==> config.mk <==
export PLATFORM = sky130hd
export DESIGN_NAME = hb_gate_seq
export DESIGN_NICKNAME = d
export VERILOG_FILES = /design/src/rtl/hb_seq_pkg.sv /design/src/rtl/hb_tri_qual.sv /design/src/rtl/hb_hold_timer.sv /design/src/rtl/hb_cycle_report.sv /design/src/rtl/hb_gate_seq.sv
export SDC_FILE = /design/constraint.sdc
export NUM_CORES = 1
export LEC_CHECK = 0
export BUFFER_PORTS_ARGS = -buffer_cell sky130_fd_sc_hd__buf_2
export CORE_AREA = 2 2 56 58
export CTS_BUF_LIST = sky130_fd_sc_hd__clkbuf_8
export DETAILED_ROUTE_END_ITERATION = 16
export DIE_AREA = 0 0 58 60
export GPL_ROUTABILITY_DRIVEN = 0
export PLACE_DENSITY = 0.68
export SYNTH_ARGS = -nofsm -noshare
export SYNTH_HDL_FRONTEND = slang
export SYNTH_SLANG_ARGS = --single-unit
==> constraint.sdc <==
create_clock -name clk -period 1.9 [get_ports clk]
set_input_delay 0.38 -clock clk [delete_from_list [all_inputs] [get_ports clk]]
set_output_delay 0.38 -clock clk [all_outputs]
set_load 0.02 [all_outputs]
==> src/rtl/hb_seq_pkg.sv <==
package hb_seq_pkg;

    typedef enum logic [2:0] {
        ST_OFF,
        ST_IDLE,
        ST_DT_HS,
        ST_HS,
        ST_DT_LS,
        ST_LS,
        ST_DT_NEG,
        ST_NEG_HS
    } seq_state_t;

    localparam logic [1:0] LVL_LOW  = 2'b00;
    localparam logic [1:0] LVL_HIGH = 2'b01;

endpackage

==> src/rtl/hb_tri_qual.sv <==
module hb_tri_qual #(
    parameter int TRI_CYC = 6
) (
    input  logic clk,
    input  logic rst_n,
    input  logic run,
    input  logic is_mid,
    output logic tri_ok
);
    localparam int TQ_W = $clog2(TRI_CYC + 1);
    localparam logic [TQ_W-1:0] TQ_MAX = TQ_W'(TRI_CYC);

    logic [TQ_W-1:0] cnt_q;

    always_ff @(posedge clk or negedge rst_n) begin
        if (!rst_n) begin
            cnt_q <= '0;
        end else if (!run || !is_mid) begin
            cnt_q <= '0;
        end else if (cnt_q != TQ_MAX) begin
            cnt_q <= cnt_q + 1'b1;
        end
    end

    assign tri_ok = (cnt_q == TQ_MAX);

endmodule

==> src/rtl/hb_hold_timer.sv <==
module hb_hold_timer #(
    parameter int TW = 5
) (
    input  logic          clk,
    input  logic          rst_n,
    input  logic          load,
    input  logic [TW-1:0] load_val,
    output logic          done
);
    logic [TW-1:0] cnt_q;

    always_ff @(posedge clk or negedge rst_n) begin
        if (!rst_n) begin
            cnt_q <= '0;
        end else if (load) begin
            cnt_q <= load_val;
        end else if (cnt_q > TW'(1)) begin
            cnt_q <= cnt_q - 1'b1;
        end
    end

    assign done = (cnt_q <= TW'(1));

endmodule

==> src/rtl/hb_cycle_report.sv <==
module hb_cycle_report (
    input  logic clk,
    input  logic rst_n,
    input  logic run,
    input  logic boundary,
    input  logic trip_set,
    output logic blk,
    output logic trip_o,
    output logic ok_o
);
    logic flag_q;
    logic valid_q;

    always_ff @(posedge clk or negedge rst_n) begin
        if (!rst_n) begin
            flag_q  <= 1'b0;
            valid_q <= 1'b0;
            trip_o  <= 1'b0;
            ok_o    <= 1'b0;
        end else if (!run) begin
            flag_q  <= 1'b0;
            valid_q <= 1'b0;
            trip_o  <= 1'b0;
            ok_o    <= 1'b0;
        end else begin
            trip_o <= boundary && valid_q && flag_q;
            ok_o   <= boundary && valid_q && !flag_q;
            if (boundary) begin
                valid_q <= 1'b1;
                flag_q  <= trip_set;
            end else if (trip_set) begin
                flag_q <= 1'b1;
            end
        end
    end

    assign blk = flag_q && !boundary;

endmodule

==> src/rtl/hb_gate_seq.sv <==
module hb_gate_seq
    import hb_seq_pkg::*;
#(
    parameter int DT_W    = 4,
    parameter int TRI_CYC = 6,
    parameter int NEG_CYC = 25
) (
    input  logic            clk,
    input  logic            rst_n,
    input  logic            en_i,
    input  logic            supply_ok_i,
    input  logic [1:0]      pwm_lvl_i,
    input  logic [DT_W-1:0] dt_cyc_i,
    input  logic            il_pos_i,
    input  logic            ocp_i,
    input  logic            neg_lim_i,
    input  logic            force_off_i,
    output logic            hs_on_o,
    output logic            ls_on_o,
    output logic            ilim_trip_o,
    output logic            cyc_ok_o
);
    localparam int NC_W = $clog2(NEG_CYC + 1);
    localparam int TW   = (NC_W > DT_W) ? NC_W : DT_W;

    seq_state_t state_q, state_n;

    logic run, is_mid, is_hi, is_lo;
    logic last_hi_q, tri_ok, boundary, blk;
    logic want_hs, hs_req, trip_set;
    logic tmr_load, tmr_done;
    logic [TW-1:0] tmr_val;

    assign run    = en_i && supply_ok_i;
    assign is_mid = pwm_lvl_i[1];
    assign is_hi  = (pwm_lvl_i == LVL_HIGH);
    assign is_lo  = (pwm_lvl_i == LVL_LOW);

    // last firm PWM level, held across a mid level
    always_ff @(posedge clk or negedge rst_n) begin
        if (!rst_n) begin
            last_hi_q <= 1'b0;
        end else if (!run) begin
            last_hi_q <= 1'b0;
        end else if (is_hi) begin
            last_hi_q <= 1'b1;
        end else if (is_lo) begin
            last_hi_q <= 1'b0;
        end
    end

    hb_tri_qual #(.TRI_CYC(TRI_CYC)) u_tri (
        .clk    (clk),
        .rst_n  (rst_n),
        .run    (run),
        .is_mid (is_mid),
        .tri_ok (tri_ok)
    );

    assign boundary = run && is_hi && (!last_hi_q || tri_ok);
    assign trip_set = ocp_i && (state_q == ST_HS);

    hb_cycle_report u_rep (
        .clk      (clk),
        .rst_n    (rst_n),
        .run      (run),
        .boundary (boundary),
        .trip_set (trip_set),
        .blk      (blk),
        .trip_o   (ilim_trip_o),
        .ok_o     (cyc_ok_o)
    );

    assign want_hs = is_hi || (is_mid && last_hi_q && !tri_ok);
    assign hs_req  = want_hs && !force_off_i && !ocp_i && !blk;

    // shared interval timer: dead times and the forced high-side pulse
    assign tmr_load = (state_n != state_q) &&
                      ((state_n == ST_DT_HS) || (state_n == ST_DT_LS) ||
                       (state_n == ST_DT_NEG) || (state_n == ST_NEG_HS));
    assign tmr_val  = (state_n == ST_NEG_HS) ? TW'(NEG_CYC) : TW'(dt_cyc_i);

    hb_hold_timer #(.TW(TW)) u_tmr (
        .clk      (clk),
        .rst_n    (rst_n),
        .load     (tmr_load),
        .load_val (tmr_val),
        .done     (tmr_done)
    );

    // state register
    always_ff @(posedge clk or negedge rst_n) begin
        if (!rst_n) begin
            state_q <= ST_OFF;
        end else begin
            state_q <= state_n;
        end
    end

    // next state
    always_comb begin
        state_n = state_q;
        if (!run) begin
            state_n = ST_OFF;
        end else begin
            unique case (state_q)
                ST_OFF: begin
                    state_n = ST_DT_LS;
                end
                ST_IDLE: begin
                    if (hs_req) begin
                        state_n = ST_DT_HS;
                    end else if (il_pos_i && !neg_lim_i) begin
                        state_n = ST_LS;
                    end
                end
                ST_DT_HS: begin
                    if (!hs_req) begin
                        state_n = ST_IDLE;
                    end else if (tmr_done) begin
                        state_n = ST_HS;
                    end
                end
                ST_HS: begin
                    if (!hs_req) begin
                        state_n = ST_DT_LS;
                    end
                end
                ST_DT_LS: begin
                    if (tmr_done) begin
                        if (hs_req) begin
                            state_n = ST_HS;
                        end else if (il_pos_i && !neg_lim_i) begin
                            state_n = ST_LS;
                        end else begin
                            state_n = ST_IDLE;
                        end
                    end
                end
                ST_LS: begin
                    if (neg_lim_i) begin
                        state_n = ST_DT_NEG;
                    end else if (hs_req) begin
                        state_n = ST_DT_HS;
                    end else if (!il_pos_i) begin
                        state_n = ST_IDLE;
                    end
                end
                ST_DT_NEG: begin
                    if (force_off_i || ocp_i) begin
                        state_n = ST_IDLE;
                    end else if (tmr_done) begin
                        state_n = ST_NEG_HS;
                    end
                end
                ST_NEG_HS: begin
                    if (force_off_i || ocp_i || tmr_done) begin
                        state_n = ST_DT_LS;
                    end
                end
                default: state_n = ST_OFF;
            endcase
        end
    end

    // gate outputs decoded from the state register
    always_comb begin
        hs_on_o = (state_q == ST_HS) || (state_q == ST_NEG_HS);
        ls_on_o = (state_q == ST_LS);
    end

endmodule

Word level (Yosys, flattened, before mapping) --
Cells that the tools add are included.
Word-level totals: bits in registers 16, bits in latches 0, RAM bits 0, bits in read-only memories 0, input bits 14, output and inout port bits 4, logic and storage cells 99, memories 0
Cells by class: add/subtract/negate cells 2, multiply operators 0, divide/modulo/power cells 0, order comparisons 2, equality and inequality tests 18, shift operators 0, mux-type cells 31, bitwise operators 0, reduce and logical (&&, ||, !) cells 38
Operators by type and width (number):
- $mux 3 | 17
- $eq 3x3->1 const B | 8
- $pmux 3 s8 | 1
- $logic_and 1x1->1 | 15
- $mux 5 | 3
- $logic_not 1->1 | 10
- $mux 1 | 10
- $eq 3x2->1 const B | 3
- $logic_or 1x1->1 | 9
- $ne 3x1->1 const B | 2
- $gt 5x1->1 const B | 1
- $le 5x1->1 const B | 1
- $sub 5x1->5 const B | 1
- $reduce_bool 2->1 | 2
- $add 3x1->3 const B | 1
- $eq 3x1->1 const B | 1
- $logic_not 3->1 | 1
- $ne 3x3->1 | 1
- $ne 3x3->1 const B | 1
- $eq 2x1->1 const B | 1
- $logic_not 2->1 | 1
- $ne 2x1->1 const B | 1

Logic depth before layout (Yosys ltp) --
depth in word-level cells 17, gate-level depth with buffers 9, gate-level depth less buffers 9

Modules after synthesis --
A second synthesis with hierarchy kept.
Unflattened totals: cell total of the unflattened synthesis 129, area, all modules 1154.9 sq um
Modules (own cells, without submodules):
- hb_gate_seq | instances 1, cells an instance 68, area each 489.2 sq um, seq. area each 100.1 sq um
- hb_hold_timer | instances 1, cells an instance 33, area each 345.3 sq um, seq. area each 125.1 sq um
- hb_tri_qual | instances 1, cells an instance 17, area each 175.2 sq um, seq. area each 75.1 sq um
- hb_cycle_report | instances 1, cells an instance 11, area each 145.1 sq um, seq. area each 100.1 sq um

Least setup slack after synthesis --
Ideal clock, no wire load.
path kind reg-to-reg, start register u_tmr.cnt_q[0], end register u_tmr.cnt_q[2], data arrival time 2.011 ns, required time 1.775 ns, slack -0.236 ns, stages on the path, launching flop included 9, path through dfrtp_1 > ha_1 > o21bai_1 > a311oi_1 > or3_1 > a2bb2oi_1 > o22ai_4 > nor2_2 > mux2_4
Between the ends: cells in the longest elaborated chain, start to end 11
Ends and longest elaborated chain:
- from (decl) | RTL line hb_hold_timer.sv:10 | logic [TW-1:0] cnt_q;
- from (signal assigned) | RTL line hb_hold_timer.sv:16 | cnt_q <= load_val;
- from (signal assigned) | RTL line hb_hold_timer.sv:18 | cnt_q <= cnt_q - 1'b1;
- $le 5x1->1 | RTL line hb_hold_timer.sv:22 | assign done = (cnt_q <= TW'(1));
- $mux 3 (tied with other cells) | RTL line hb_gate_seq.sv:152 | end else if (tmr_done) begin
- $mux 3, on equally long branches | RTL line hb_gate_seq.sv:150, hb_gate_seq.sv:118, hb_gate_seq.sv:157
- $pmux 3 s8 | RTL line hb_gate_seq.sv:106 | unique case (state_q)
- $mux 3 | RTL line hb_gate_seq.sv:103 | if (!run) begin
- $eq 3x2->1 / $eq 3x3->1 (equally long branches) | RTL line hb_gate_seq.sv:79 | ((state_n == ST_DT_HS) || (state_n == ST_DT_LS) ||
- $logic_or 1x1->1 (2 in a row) | RTL line hb_gate_seq.sv:79
- $logic_or 1x1->1 | RTL line hb_gate_seq.sv:80 | (state_n == ST_DT_NEG) || (state_n == ST_NEG_HS));
- $logic_and 1x1->1 | RTL line hb_gate_seq.sv:78 | assign tmr_load = (state_n != state_q) &&
- $mux 5 / $reduce_bool 2->1 (equally long branches)
Parallel ways exist; a longest one is shown, timed or not. The select of a mux whose other input is x is not followed. A chain may end at the register's enable or synchronous reset.

Final worst setup path --
start register u_tri.cnt_q[1], end register u_tmr.cnt_q[2]
Between the ends: cells in the longest elaborated chain, start to end 17
Ends and longest elaborated chain:
- from (decl) | RTL line hb_tri_qual.sv:13 | logic [TQ_W-1:0] cnt_q;
- from (signal assigned) | RTL line hb_tri_qual.sv:21 | cnt_q <= cnt_q + 1'b1;
- $eq 3x3->1 (*) | RTL line hb_tri_qual.sv:25 | assign tri_ok = (cnt_q == TQ_MAX);
- $logic_not 1->1 / $logic_or 1x1->1 (equally long branches) | RTL line hb_gate_seq.sv:74, hb_gate_seq.sv:60
- $logic_and 1x1->1, on equally long branches | RTL line hb_gate_seq.sv:74, hb_gate_seq.sv:60
- $logic_or 1x1->1 / $logic_not 1->1 (equally long branches) | RTL line hb_gate_seq.sv:74, hb_cycle_report.sv:37
- $logic_and 1x1->1, on equally long branches | RTL line hb_gate_seq.sv:75, hb_cycle_report.sv:37
- $logic_and 1x1->1 / $logic_not 1->1 (equally long branches) | RTL line hb_gate_seq.sv:75 | assign hs_req = want_hs && !force_off_i && !ocp_i && !blk;
- $logic_and 1x1->1 (*) | RTL line hb_gate_seq.sv:75
- $mux 3, on equally long branches | RTL line hb_gate_seq.sv:143, hb_gate_seq.sv:131
- $mux 3, on equally long branches | RTL line hb_gate_seq.sv:141, hb_gate_seq.sv:130
- $pmux 3 s8 (*) | RTL line hb_gate_seq.sv:106
- $mux 3 (*) | RTL line hb_gate_seq.sv:103
- via state_n[0] | RTL line hb_gate_seq.sv:26 | seq_state_t state_q, state_n;
- $eq 3x2->1 / $eq 3x3->1 (equally long branches) | RTL line hb_gate_seq.sv:79
- $logic_or 1x1->1 (2 in a row) | RTL line hb_gate_seq.sv:79
- $logic_or 1x1->1 | RTL line hb_gate_seq.sv:80
- $logic_and 1x1->1 | RTL line hb_gate_seq.sv:78
- $mux 5 / $reduce_bool 2->1 (equally long branches)
The timed path passes the listed nets; every way through them passes the cells marked *.

==> reports/metrics.yaml <==
status: "finished with violations"
violations: "setup timing"
syn_avg_cell_area_sq_um: 8.868
synth_area_leader_cell: "dfrtp_1"
io_pins: 18
die_w_um: 58
wirelength_mm: 2.774
synth_cells: 126
dpl.hpwl_mm: 2.173
yosysTopAreaCellShare: 0.3583
multi_input_area_sq_um: 752.0
drc_errors: 0
clock_skew_ps: 1.603
cts-root-buf: "clkbuf_8"
cts.path.max_buffers: 2
drt_iter0_drc: 32
grt_first_pass_wirelength_mm: 4.533
dieArea_sq_mm: 0.003480
timing.final.ws_setup_ps: -235.3
hold_buffers: 0
synth_area_leaders: "dfrtp_1 (36%), nor2_1 (6.0%), nand2_1 (5.0%), ha_1 (4.5%), nor3_1 (2.7%)"
clock_power_share: 0.218
dr_total_vias: 1129
stdcell_count: 213
drive_gt1_frac: 0.4500
viasPerCell: 5.300
rows: 20
cp_max_fo: 7
hp-class: "primary input to asynchronous set/reset pin"
synth_nets: 144
final_nets: 199
required_ps: 2040
seq_area_sq_um: 401.6
yosysSeqAreaShare: 0.3583
maxSlewViolCount: 0
leakage_nw: 0.7752
clkTransAtPathRegs_ps: 70
p_seq_frac: 0.311
worst_setup_path_end_kind: "register"
netSwitchingFraction: 0.3396
final_cell_area_sq_mm: 0.001655
worst_slew_pin_slew_ps: 369.3
drv_cap: 0
worst_setup_path_start_kind: "register"
setup-violations-final: 6
intPower_mw: 0.9513
tritoncts: "done"
hold_ws_ps: 29.10
cts_max_level: 1
async_flop_share: 1.000
initial_utilization: 0.3849
ys_ff_latch: 16
first_global_vias: 1082
layout_min_cycle_time_ps: 2135
switchingPower_mw: 0.4893
numCtsBuffers: 3
arrival_ps: 2280
syn_area_sq_mm: 0.001117
drt.antenna.violating_nets: 0
synth_edf_count: 0
post-route-period-util: 1.124
die_y_um: 60
drt_first_pass_iters: 4
place_ws_ps: -261.8
io_buffers: 17
fmax_mhz: 468.3
synthFlopType: "dfrtp_1"
clock_sinks: 16
core_sq_mm: 0.002903
post_dp_cell_area_sq_mm: 0.001523
final_core_util: 0.5703
irDropWorstVdd_mv: 0.7707
hold_viol_final: 0
area_growth_pct: 48.15
combPwrFrac: 0.472
ys_warn_count: 0
clkLatencyLatePin_ps: 250
antenna_found_initial: 0
wl_per_cell_um: 13.02
antennaDiodeCount: 0
grtUsageTotal: 0.1723
grt-ovfl-total: 0
crit_type: "register to register"
fillers: 262
grt_max_degree: 17
synth_cell_types: 48
power_density_mw_per_mm2: 870.3
slew_headroom: 0.7538
dpl.cell_count: 207
rsz0062_at_grt: "yes"
## cell families after synthesis
group / Yosys count / share of synthesized area
multiplexers: 3 / 0.03135
XOR/XNOR: 4 / 0.03136
buffers and inverters: 11 / 0.05039
AND/OR/NAND/NOR: 57 / 0.2576
AO/OA/AOI/OAI: 30 / 0.2173
flip-flops: 16 / 0.3583
adder cells (fa/ha/maj): 5 / 0.05375
## cell usage after synthesis, types with 2 or more instances
cell / instances
nor2_1: 18
dfrtp_1: 16
nand2_1: 15
inv_1: 7
nor3_1: 6
a21oi_1: 5
o21ai_0: 5
ha_1: 4
xnor2_1: 3
a211oi_1: 2
a31o_2: 2
and2_2: 2
and3_1: 2
buf_4: 2
mux2i_1: 2
nand3_1: 2
nand3b_1: 2
## cell usage in the layout (no fill, tap or decap), types with 2 or more instances in the layout
| cell type | synthesis | routed |
|---|---|---|
| a211oi_1 | 2 | 2 |
| a21oi_1 | 5 | 5 |
| and2_2 | 2 | 2 |
| and3_1 | 2 | 2 |
| buf_2 | 0 | 17 |
| buf_4 | 2 | 35 |
| clkbuf_8 | 0 | 4 |
| dfrtp_1 | 16 | 15 |
| ha_1 | 4 | 3 |
| inv_1 | 7 | 6 |
| nand2_1 | 15 | 15 |
| nand3_1 | 2 | 2 |
| nand3b_1 | 2 | 2 |
| nor2_1 | 18 | 18 |
| nor3_1 | 6 | 6 |
| o21ai_0 | 5 | 4 |
| xnor2_1 | 3 | 3 |
## state kept, by name, summed over array words and instances (netlist names)
name           flops
u_tmr.cnt_q        5
state_q            3
u_tri.cnt_q        3
last_hi_q          1
u_rep.flag_q       1
u_rep.ok_o         1
u_rep.trip_o       1
u_rep.valid_q      1
## through the flow
stage | power, mW | setup TNS, ps
final | 1.441 | -816.4
after global routing | 1.547 | -1373
after CTS | 1.446 | -702.8
after detailed placement | 1.123 | -1066
after global placement | 1.093 | -723.0
after floorplan | 0.8571 | -345.9
## final timing paths
kind,startpoint,slack (ps),cells after the start,to
min reg2reg,u_rep.flag_q$_DFFE_PN0P_,500,1,u_rep.ok_o$_DFF_PN0_
max in group asynchronous,rst_n,1580,1,state_q[0]$_DFF_PN0_
max,u_tri.cnt_q[1]$_DFFE_PN0P_,-240,8,u_tmr.cnt_q[2]$_DFFE_PN0P_
max reg2reg,u_tri.cnt_q[1]$_DFFE_PN0P_,-240,8,u_tmr.cnt_q[2]$_DFFE_PN0P_
min,rst_n,30,1,u_rep.ok_o$_DFF_PN0_
min in group clk,dt_cyc_i[2],360,2,u_tmr.cnt_q[2]$_DFFE_PN0P_
## what timing repair did
| item | 4_1_cts | 5_1_grt |
|---|---|---|
| endpoints found under the setup margin | 6 | 6 |
| buffers inserted | 2 | 1 |
| pin swaps | 4 | 5 |
| resized for setup | 6 | 6 |
## power groups by stage
| stage | sequential, mW | clock, mW | combinational [mW] |
|---|---|---|---|
| 6_report | 0.448 | 0.314 | 0.680 |
| 5_1_grt | 0.452 | 0.333 | 0.763 |
| 4_1_cts | 0.449 | 0.317 | 0.680 |
| 3_5_place_dp | 0.454 | 0 | 0.669 |
| 3_3_place_gp | 0.451 | 0 | 0.642 |
| 2_1_floorplan | 0.474 | 0 | 0.383 |
## critical path: stages, from the launching register on
cell      delay (ps)
dfrtp_1          410
ha_4             190
a21boi_4         190
and4_4           260
a21oi_4           50
mux2i_2          190
a211oi_4         370
nor2_2            70
mux2_4           300
## per-layer routing
| layer | up-vias | track usage | part of all wire |
|---|---|---|---|
| met5 | - | 0 | 0 |
| met4 | 0 | 0.03322 | 0.0061 |
| met3 | 4 | 0.04978 | 0.042 |
| met2 | 22 | 0.3231 | 0.54 |
| met1 | 553 | 0.1941 | 0.41 |
| li1 | 550 | - | - |
## layout make-up
type / count / area share
Multi-Input combinational cell: 99 / 0.4543
Timing Repair Buffer: 54 / 0.2290
Sequential cell: 16 / 0.2426
Tap cell: 33 / 0.02494
Clock buffer: 4 / 0.03326
Inverter: 7 / 0.01587
Power figures use the tool's default switching activity.
